### config.mk
export PLATFORM = sky130hd
export DESIGN_NAME = pkt_check_unit
export DESIGN_NICKNAME = d
export VERILOG_FILES = /design/src/rtl/pkt_chk_pkg.sv /design/src/rtl/pkt_chk_accum.sv /design/src/rtl/pkt_chk_finalize.sv /design/src/rtl/pkt_check_unit.sv
export SDC_FILE = /design/constraint.sdc
export NUM_CORES = 1
export LEC_CHECK = 0
export BUFFER_PORTS_ARGS = -buffer_cell sky130_fd_sc_hd__buf_2
export CELL_PAD_IN_SITES_DETAIL_PLACEMENT = 0
export CELL_PAD_IN_SITES_GLOBAL_PLACEMENT = 1
export CORE_UTILIZATION = 35
export DETAILED_ROUTE_END_ITERATION = 6
export PLACE_DENSITY_LB_ADDON = 0.1
export SKIP_LAST_GASP = 1
export SLEW_MARGIN = 20
export SYNTH_ARGS = -nofsm -noshare
export SYNTH_HDL_FRONTEND = slang
export SYNTH_SLANG_ARGS = --single-unit
### constraint.sdc
create_clock -name clk -period 7.3 [get_ports clk]
set_input_delay 0.365 -clock clk [delete_from_list [all_inputs] [get_ports clk]]
set_output_delay 0.365 -clock clk [all_outputs]
set_load 0.03 [all_outputs]
### src/rtl/pkt_chk_pkg.sv
package pkt_chk_pkg;

    localparam int BYTE_W   = 8;
    localparam int NIB_W    = BYTE_W / 2;
    localparam int SIZE_W   = 2;
    localparam int SIZE_LSB = BYTE_W - SIZE_W;
    localparam logic [BYTE_W-1:0] CRC_POLY = 8'h07;
    localparam logic [BYTE_W-1:0] CRC_INIT = 8'h00;

    typedef enum logic [SIZE_W-1:0] {
        PKT_4B  = 2'b00,
        PKT_8B  = 2'b01,
        PKT_16B = 2'b10,
        PKT_32B = 2'b11
    } pkt_size_e;

    typedef struct packed {
        logic [BYTE_W-1:0] xr;
        logic [BYTE_W-1:0] crc;
    } acc_s;

    typedef struct packed {
        logic [BYTE_W-1:0] value;
        logic              legacy_ok;
        logic              current_ok;
    } result_s;

    localparam acc_s ACC_INIT = '{xr: '0, crc: CRC_INIT};

    // One byte of CRC, most significant bit first.
    function automatic logic [BYTE_W-1:0] crc_byte(input logic [BYTE_W-1:0] crc_in,
                                                   input logic [BYTE_W-1:0] d);
        logic [BYTE_W-1:0] c;
        c = crc_in ^ d;
        for (int k = 0; k < BYTE_W; k++) begin
            c = c[BYTE_W-1] ? ((c << 1) ^ CRC_POLY) : (c << 1);
        end
        return c;
    endfunction

    function automatic acc_s acc_step(input acc_s a, input logic [BYTE_W-1:0] d);
        acc_s r;
        r.xr  = a.xr ^ d;
        r.crc = crc_byte(a.crc, d);
        return r;
    endfunction

    // Fold a byte to the XOR of its nibbles, placed in the low half.
    function automatic logic [BYTE_W-1:0] fold_nib(input logic [BYTE_W-1:0] v);
        return {{NIB_W{1'b0}}, v[BYTE_W-1:NIB_W] ^ v[NIB_W-1:0]};
    endfunction

endpackage

### src/rtl/pkt_chk_accum.sv
module pkt_chk_accum
    import pkt_chk_pkg::*;
(
    input  logic              clk,
    input  logic              rst,
    input  logic              take,
    input  logic              restart,
    input  logic [BYTE_W-1:0] data,
    output acc_s              acc_q,
    output acc_s              acc_nxt
);

    acc_s base;

    always_comb begin
        base    = restart ? ACC_INIT : acc_q;
        acc_nxt = acc_step(base, data);
    end

    always_ff @(posedge clk) begin
        if (rst) begin
            acc_q <= ACC_INIT;
        end else if (take) begin
            acc_q <= acc_nxt;
        end
    end

    assert_acc_hold_R9: assert property (@(posedge clk) disable iff (rst)
        !take |=> $stable(acc_q));

endmodule

### src/rtl/pkt_chk_finalize.sv
module pkt_chk_finalize
    import pkt_chk_pkg::*;
(
    input  logic              clk,
    input  logic              rst,
    input  logic              fire,
    input  logic              verify,
    input  logic              short_pkt,
    input  acc_s              acc,
    input  logic [BYTE_W-1:0] rx_byte,
    output logic              done,
    output result_s           res
);

    logic [BYTE_W-1:0] leg8, cur8, leg_f, cur_f, rx_m;
    result_s           res_d;
    logic              mode_q, short_q;

    always_comb begin
        leg8  = acc.xr;
        cur8  = (acc.crc == acc.xr) ? acc.crc + 8'd1 : acc.crc;
        leg_f = short_pkt ? fold_nib(leg8) : leg8;
        cur_f = short_pkt ? fold_nib(cur8) : cur8;
        rx_m  = short_pkt ? {{NIB_W{1'b0}}, rx_byte[NIB_W-1:0]} : rx_byte;
        res_d.value      = cur_f;
        res_d.legacy_ok  = verify && (rx_m == leg_f);
        res_d.current_ok = verify && (rx_m == cur_f);
    end

    always_ff @(posedge clk) begin
        if (rst) begin
            done    <= 1'b0;
            res     <= '0;
            mode_q  <= 1'b0;
            short_q <= 1'b0;
        end else begin
            done <= fire;
            if (fire) begin
                res     <= res_d;
                mode_q  <= verify;
                short_q <= short_pkt;
            end
        end
    end

    assert_forms_differ_R4: assert property (@(posedge clk) disable iff (rst)
        fire |-> (cur8 != leg8));

    assert_short_upper_zero_R5: assert property (@(posedge clk) disable iff (rst)
        (done && short_q) |-> (res.value[BYTE_W-1:NIB_W] == '0));

    assert_gen_no_flags_R6: assert property (@(posedge clk) disable iff (rst)
        (done && !mode_q) |-> (!res.legacy_ok && !res.current_ok));

    assert_hold_between_R11: assert property (@(posedge clk) disable iff (rst)
        !done |-> $stable(res));

endmodule

### src/rtl/pkt_check_unit.sv
module pkt_check_unit
    import pkt_chk_pkg::*;
(
    input  logic              clk,
    input  logic              rst,
    input  logic              byte_valid,
    input  logic              byte_start,
    input  logic              byte_last,
    input  logic [BYTE_W-1:0] byte_data,
    input  logic              verify_mode,
    output logic              chk_done,
    output logic [BYTE_W-1:0] chk_value,
    output logic              legacy_ok,
    output logic              current_ok
);

    pkt_size_e size_q, size_sel;
    acc_s      acc_q, acc_nxt, acc_src;
    result_s   res;
    logic      take, fire, short_pkt;

    always_comb begin
        size_sel  = byte_start ? pkt_size_e'(byte_data[BYTE_W-1:SIZE_LSB]) : size_q;
        short_pkt = (size_sel == PKT_4B);
        fire      = byte_valid && byte_last;
        take      = byte_valid && !(verify_mode && byte_last);
        if (verify_mode) begin
            acc_src = byte_start ? ACC_INIT : acc_q;
        end else begin
            acc_src = acc_nxt;
        end
    end

    always_ff @(posedge clk) begin
        if (rst) begin
            size_q <= PKT_4B;
        end else if (byte_valid && byte_start) begin
            size_q <= size_sel;
        end
    end

    pkt_chk_accum u_accum (
        .clk     (clk),
        .rst     (rst),
        .take    (take),
        .restart (byte_start),
        .data    (byte_data),
        .acc_q   (acc_q),
        .acc_nxt (acc_nxt)
    );

    pkt_chk_finalize u_final (
        .clk       (clk),
        .rst       (rst),
        .fire      (fire),
        .verify    (verify_mode),
        .short_pkt (short_pkt),
        .acc       (acc_src),
        .rx_byte   (byte_data),
        .done      (chk_done),
        .res       (res)
    );

    assign chk_value  = res.value;
    assign legacy_ok  = res.legacy_ok;
    assign current_ok = res.current_ok;

    assert_reset_clear_R10: assert property (@(posedge clk)
        rst |=> (!chk_done && chk_value == '0 && !legacy_ok && !current_ok));

    assert_idle_no_done_R9: assert property (@(posedge clk) disable iff (rst)
        !(byte_valid && byte_last) |=> !chk_done);

endmodule

# Word level (Yosys, flattened, before mapping)
# Index checks and enable logic that the tools add are counted.
word_totals:
  word_cells: 46
  output_inout_bits: 11
  ff_bits: 29
classes:
  n_mux: 15
  n_eq_ne: 3
  n_bitwise: 12
  n_addsub: 1
  reduce_logical: 8
ops:
  columns: ["operator", "n"]
  rows:
  - ["two-way mux 16 bit", 2]
  - ["two-way mux 8 bit", 4]
  - ["== test 8 bit", 3]
  - ["two-way mux 3 bit", 8]
  - ["NOT 3 bit", 8]
  - ["bitwise XOR 8 bit", 2]
  - ["adder 8 x 1 -> 8 bit, second input constant", 1]
  - ["bitwise XOR 4 bit", 2]
  - ["logical AND 1 bit", 6]
  - ["zero test 2 bit", 1]
  - ["two-way mux 2 bit", 1]
  - ["zero test 1 bit", 1]

# Longest topological paths before layout
logic_depth:
  word_depth: 25
  depth_mapped: 15

# Hierarchy
# Synthesis repeated with hierarchy kept, for this count alone.
unflattened:
  cells_unflattened: 305
  hier_area_um2: 2616.3
modules_own_cells:
  columns: ["module", "area_each_um2", "cells_per_inst", "instances", "seq_area_each_um2"]
  rows:
  - ["pkt_chk_finalize", 1219.9, 148, 1, 220.2]
  - ["pkt_chk_accum", 1077.3, 120, 1, 320.3]
  - ["pkt_check_unit", 319.1, 37, 1, 40.0]

# Least setup slack after synthesis
# No wires, ideal clock.
synth_timing:
  kind: "in2reg"
  startpoint: "in byte_data[3]"
  endpoint: "reg u_final.res[0] (netlist name)"
  setup_slack_ns: 3.899
  cell_stages: 12
  t_arrival_ns: 3.316
  cell_sequence: "buf_4 -> xnor2_2 -> or3_1 -> and2_1 -> o311ai_0 -> o211ai_1 -> nand3b_4 -> nor3_4 -> mux2i_1 -> xor3_1 -> a211o_1 -> o31ai_2"
synth_via:
  elab_chain_cells: 13
  word_cells_on_any_way: 16
synth_rtl:
  columns: ["element", "line_no", "text"]
  rows:
  - ["start: declaration", "pkt_check_unit.sv:9", "input logic [BYTE_W-1:0] byte_data,"]
  - ["bitwise XOR 8 bit", "pkt_chk_pkg.sv:34", "c = crc_in ^ d;"]
  - ["two-way mux 3 bit", "pkt_chk_pkg.sv:36", "c = c[BYTE_W-1] ? ((c << 1) ^ CRC_POLY) : (c << 1);"]
  - ["NOT 3 bit (no source line)", null, null]
  - ["two-way mux 3 bit", "pkt_chk_pkg.sv:36", null]
  - ["NOT 3 bit (no source line)", null, null]
  - ["two-way mux 3 bit", "pkt_chk_pkg.sv:36", null]
  - ["two-way mux 16 bit", "pkt_check_unit.sv:27", "if (verify_mode) begin"]
  - ["adder 8 x 1 -> 8 bit or == test 8 bit (tied branches)", "pkt_chk_finalize.sv:21", "cur8 = (acc.crc == acc.xr) ? acc.crc + 8'd1 : acc.crc;"]
  - ["two-way mux 8 bit", "pkt_chk_finalize.sv:21", null]
  - ["bitwise XOR 4 bit", "pkt_chk_pkg.sv:50", "return {{NIB_W{1'b0}}, v[BYTE_W-1:NIB_W] ^ v[NIB_W-1:0]};"]
  - ["two-way mux 8 bit", "pkt_chk_finalize.sv:23", "cur_f = short_pkt ? fold_nib(cur8) : cur8;"]
  - ["== test 8 bit (*)", "pkt_chk_finalize.sv:27", "res_d.current_ok = verify && (rx_m == cur_f);"]
  - ["logical AND 1 bit (*)", "pkt_chk_finalize.sv:27", null]
# Every way passes the cells marked *; elsewhere a longest branch is shown, timed or not.
# A chain may end at the register's enable or synchronous reset.

# Worst setup path after layout
layout_timing:
  startpoint: "reg u_accum.acc_q[3] (netlist name)"
  endpoint: "reg u_final.res[0] (netlist name)"
layout_via:
  elab_chain_cells: 14
  word_cells_on_any_way: 15
layout_rtl:
  columns: ["element", "line_no"]
  rows:
  - ["two-way mux 16 bit (*)", "pkt_chk_accum.sv:16, pkt_check_unit.sv:28"]
  - ["bitwise XOR 8 bit", "pkt_chk_pkg.sv:34"]
  - ["two-way mux 3 bit", "pkt_chk_pkg.sv:36"]
  - ["NOT 3 bit (no source line)", null]
  - ["two-way mux 3 bit", "pkt_chk_pkg.sv:36"]
  - ["NOT 3 bit (no source line)", null]
  - ["two-way mux 3 bit", "pkt_chk_pkg.sv:36"]
  - ["two-way mux 16 bit (*)", "pkt_check_unit.sv:27"]
  - ["adder 8 x 1 -> 8 bit or == test 8 bit (tied branches)", "pkt_chk_finalize.sv:21"]
  - ["two-way mux 8 bit (*)", "pkt_chk_finalize.sv:21"]
  - ["bitwise XOR 4 bit", "pkt_chk_pkg.sv:50"]
  - ["two-way mux 8 bit (*)", "pkt_chk_finalize.sv:23"]
  - ["== test 8 bit (*)", "pkt_chk_finalize.sv:27"]
  - ["logical AND 1 bit (*)", "pkt_chk_finalize.sv:27"]
# Marks and branches as above.

==> metrics.txt <==
# TYPE chip_impl_metric gauge
chip_impl_info{name="grt_setup_unrepaired",value="false"} 1
chip_impl_metric{name="post-route-min-period",unit="ns"} 3.793
chip_impl_metric{name="grt.overflow.total",unit=""} 0
chip_impl_metric{name="drt_pass1_iterations",unit=""} 4
chip_impl_metric{name="finish.net_count",unit=""} 457
chip_impl_metric{name="htree_num_levels",unit=""} 2
chip_impl_metric{name="timing.final.hold_violations",unit=""} 0
chip_impl_metric{name="critical_path_peak_fanout",unit=""} 11
chip_impl_info{name="setup.worst_path.end_class",value="register"} 1
chip_impl_metric{name="cts.clk_slew.worst_paths",unit="ns"} 0.09
chip_impl_metric{name="power.density",unit="nW/um^2"} 217.1
chip_impl_metric{name="dp_cells",unit=""} 564
chip_impl_metric{name="first_pass_grt_wire_length",unit="um"} 16750
chip_impl_metric{name="post_cts_hold_buffer_count",unit=""} 0
chip_impl_info{name="timing.hold.worst.class",value="in2reg"} 1
chip_impl_metric{name="setup_tns",unit="ns"} 0
chip_impl_metric{name="synth_sequential_area_ratio",unit="%"} 16.76
chip_impl_metric{name="number_of_register_bits_inferred_by_synthesis",unit=""} 29
chip_impl_metric{name="setup_violations",unit=""} 0
chip_impl_info{name="synth_commonest_cells",value="sky130_fd_sc_hd__nand2_1, sky130_fd_sc_hd__nor2_1, sky130_fd_sc_hd__xnor2_1, sky130_fd_sc_hd__o21ai_0, sky130_fd_sc_hd__dfxtp_1"} 1
chip_impl_metric{name="syn_to_final_growth",unit="%"} 6.900
chip_impl_metric{name="antennaDiodeCount",unit=""} 0
chip_impl_metric{name="yosys.area.top_type_share",unit="%"} 16.76
chip_impl_metric{name="drt-initial-drc-count",unit=""} 178
chip_impl_metric{name="maxCapViolations",unit=""} 0
chip_impl_metric{name="route.antenna.remaining_nets",unit=""} 0
chip_impl_info{name="yosys_most_used_dff",value="sky130_fd_sc_hd__dfxtp_1"} 1
chip_impl_metric{name="pin_count",unit=""} 25
chip_impl_info{name="run_status",value="complete, no violations"} 1
chip_impl_metric{name="post_synth_inst_count",unit=""} 450
chip_impl_metric{name="synth_edf_count",unit=""} 0
chip_impl_metric{name="slew_headroom",unit="%"} 51.37
chip_impl_metric{name="ys_types",unit=""} 68
chip_impl_metric{name="timing.critical_path.required",unit="ns"} 7.52
chip_impl_metric{name="hold_slack",unit="ns"} 0.3741
chip_impl_metric{name="async_flop_share",unit="%"} 0
chip_impl_metric{name="critical_path_arrival",unit="ns"} 4.02
chip_impl_metric{name="clock_skew",unit="ns"} 0.01629
chip_impl_metric{name="std_cell_rows",unit=""} 35
chip_impl_info{name="start_to_end_type_of_the_worst_setup_path",value="reg2reg"} 1
chip_impl_metric{name="ir_drop",unit="uV"} 80.16
chip_impl_metric{name="syn_avg_cell_area",unit="sq um"} 7.696
chip_impl_metric{name="worst_pin_slew",unit="ns"} 0.7295
chip_impl_metric{name="cts-buffers-inserted",unit=""} 5
chip_impl_metric{name="post-cts-setup-buffers",unit=""} 0
chip_impl_metric{name="drc",unit=""} 0
chip_impl_info{name="synthMostInstantiatedCell",value="sky130_fd_sc_hd__nand2_1"} 1
chip_impl_metric{name="final_util",unit="%"} 39.32
chip_impl_metric{name="dr_total_vias",unit=""} 3166
chip_impl_metric{name="routabilityCongestion",unit=""} 0.8203
chip_impl_metric{name="port-buffer-count",unit=""} 24
chip_impl_metric{name="placeableCoreArea",unit="sq um"} 9415
chip_impl_metric{name="detail_placement_hpwl",unit="um"} 7612
chip_impl_metric{name="ctsResizeCount",unit=""} 0
chip_impl_metric{name="chipHeight",unit="um"} 101.5
chip_impl_info{name="cp-start-kind",value="register"} 1
chip_impl_metric{name="grt_start_max_net_pins",unit=""} 73
chip_impl_metric{name="maxClockFrequency",unit="MHz"} 263.7
chip_impl_metric{name="synth_fp_nets",unit=""} 465
chip_impl_info{name="clockRootBuffer",value="sky130_fd_sc_hd__clkbuf_8"} 1
chip_impl_info{name="yosys-top-cells-area",value="sky130_fd_sc_hd__dfxtp_1, sky130_fd_sc_hd__xnor2_1, sky130_fd_sc_hd__xnor3_1"} 1
chip_impl_metric{name="power.leakage",unit="nW"} 1.385
chip_impl_metric{name="gr-usage-all-layers",unit="%"} 21.88
chip_impl_metric{name="design.die.area",unit="sq um"} 10300
chip_impl_metric{name="wirelength_per_cell",unit="um"} 18.67
chip_impl_metric{name="die_width",unit="um"} 101.5
chip_impl_metric{name="start_util",unit="%"} 36.78
chip_impl_metric{name="ys_warn_count",unit=""} 0
chip_impl_info{name="area_leader_netlist",value="sky130_fd_sc_hd__dfxtp_1"} 1
chip_impl_metric{name="via_per_inst",unit=""} 5.535
chip_impl_metric{name="cts.path.max_buffers",unit=""} 2
chip_impl_metric{name="filler_cell_count",unit=""} 983
chip_impl_metric{name="post-layout-total-power",unit="mW"} 0.8036
chip_impl_metric{name="syn_area",unit="sq um"} 3463
chip_impl_metric{name="clkSinkCount",unit=""} 29
chip_impl_metric{name="layout.cells.non_filler",unit=""} 572
chip_impl_metric{name="grt_antenna_before_repair",unit=""} 0
chip_impl_metric{name="vias_in_the_first_global_route",unit=""} 2972
chip_impl_metric{name="later_pin_clock_latency_in_the_skew_report",unit="ns"} 0.31
chip_impl_metric{name="layout-drive-gt1-share",unit="%"} 12.19
chip_impl_metric{name="wl",unit="um"} 10680
chip_impl_info{name="cts_tree",value="yes"} 1
chip_impl_metric{name="timing.final.max_slew_violations",unit=""} 0
chip_impl_metric{name="final_min_period_over_clock_period",unit="%"} 51.95
-- critical path, cell delays in order (launching register included) --
cell and delay [ns]:
sky130_fd_sc_hd__dfxtp_1 0.58, sky130_fd_sc_hd__xnor2_1 0.23, sky130_fd_sc_hd__or3_1 0.40, sky130_fd_sc_hd__and2_1 0.22, sky130_fd_sc_hd__o311ai_0 0.34, sky130_fd_sc_hd__o211ai_1 0.21, sky130_fd_sc_hd__nand3b_4 0.28, sky130_fd_sc_hd__nor3_4 0.30
sky130_fd_sc_hd__mux2i_1 0.33, sky130_fd_sc_hd__xor3_1 0.36, sky130_fd_sc_hd__a211o_1 0.24, sky130_fd_sc_hd__o31ai_2 0.20
-- cell type report --
type | count | area [sq um] | area share [%]
Clock buffer | 6 | 82.58 | 2.230
Clock inverter | 2 | 37.54 | 1.014
Inverter | 7 | 26.28 | 0.7097
Multi-Input combinational cell | 373 | 2679 | 72.36
Sequential cell | 29 | 580.6 | 15.68
Tap cell | 129 | 161.4 | 4.360
Timing Repair Buffer | 26 | 135.1 | 3.650
-- registers in the layout (all words and copies together), names as in the netlist --
register,cells
size_q,2
u_accum.acc_q,16
u_final.done,1
u_final.res,10
-- layer usage --
layer  up-vias  routed length, um  global-route usage, %
li1       1584                  -                      -
met1      1527               5518                  31.45
met2        46               4848                  34.96
met3         9                214                  2.415
met4         0                 97                  5.240
met5         -                  0                      0
-- final timing paths --
| check | startpoint | to | slack [ns] | depth (start not counted) |
|---|---|---|---|---|
| setup / recovery | u_accum.acc_q[3] | u_final.res[0] | 3.51 | 11 |
| hold / removal | byte_valid | size_q[1] | 0.37 | 3 |
| hold reg to reg | u_final.res[3] | u_final.res[3] | 0.45 | 2 |
| setup reg to reg | u_accum.acc_q[3] | u_final.res[0] | 3.51 | 11 |
-- through the flow --
stage          instance area [sq um]  setup WS [ns]
6_report                        3702          3.507
5_1_grt                         3702          3.267
4_1_cts                         3702          3.484
3_5_place_dp                    3582          3.211
3_3_place_gp                    3582          3.366
2_1_floorplan                   3463          3.899
-- cell families (layout without fill, tap and decap cells) --
group                    Yosys count  count (layout)  share of synthesized area [%]
AND/OR/NAND/NOR                  172             172                          24.86
AO/OA/AOI/OAI                    120             120                          24.21
XOR/XNOR                          72              72                          25.58
buffers and inverters             48              41                          5.889
flip-flops                        29              29                          16.76
multiplexers                       8               8                          2.348
adder cells (fa/ha/maj)            1               1                         0.3612
-- power by group --
| part | switching [mW] | total, mW | internal [mW] |
|---|---|---|---|
| clock | 0.0787 | 0.190 | 0.111 |
| sequential | 0.0275 | 0.200 | 0.172 |
| combinational | 0.227 | 0.414 | 0.187 |
| total | 0.334 | 0.804 | 0.470 |
-- cells in the final DEF, fill, tap and decap left out, types with 4 or more instances in the layout --
| cell | count |
|---|---|
| sky130_fd_sc_hd__nor2_1 | 47 |
| sky130_fd_sc_hd__a21oi_1 | 18 |
| sky130_fd_sc_hd__a22oi_1 | 18 |
| sky130_fd_sc_hd__clkbuf_8 | 6 |
| sky130_fd_sc_hd__a211oi_1 | 4 |
| sky130_fd_sc_hd__nor3_1 | 8 |
| sky130_fd_sc_hd__nor2b_1 | 11 |
| sky130_fd_sc_hd__xnor3_1 | 9 |
| sky130_fd_sc_hd__nand4_1 | 4 |
| sky130_fd_sc_hd__inv_1 | 5 |
| sky130_fd_sc_hd__nand2_1 | 52 |
| sky130_fd_sc_hd__dfxtp_1 | 29 |
| sky130_fd_sc_hd__mux2i_1 | 7 |
| sky130_fd_sc_hd__xor3_1 | 5 |
| sky130_fd_sc_hd__o211ai_1 | 6 |
| sky130_fd_sc_hd__o21ai_0 | 30 |
| sky130_fd_sc_hd__o2111ai_1 | 4 |
| sky130_fd_sc_hd__a211o_1 | 4 |
| sky130_fd_sc_hd__xor2_1 | 18 |
| sky130_fd_sc_hd__buf_2 | 24 |
| sky130_fd_sc_hd__and2_1 | 6 |
| sky130_fd_sc_hd__nand2b_1 | 8 |
| sky130_fd_sc_hd__xnor2_1 | 36 |
| sky130_fd_sc_hd__nand3_1 | 9 |
No activity file was read; power rests on OpenSTA's default activity.
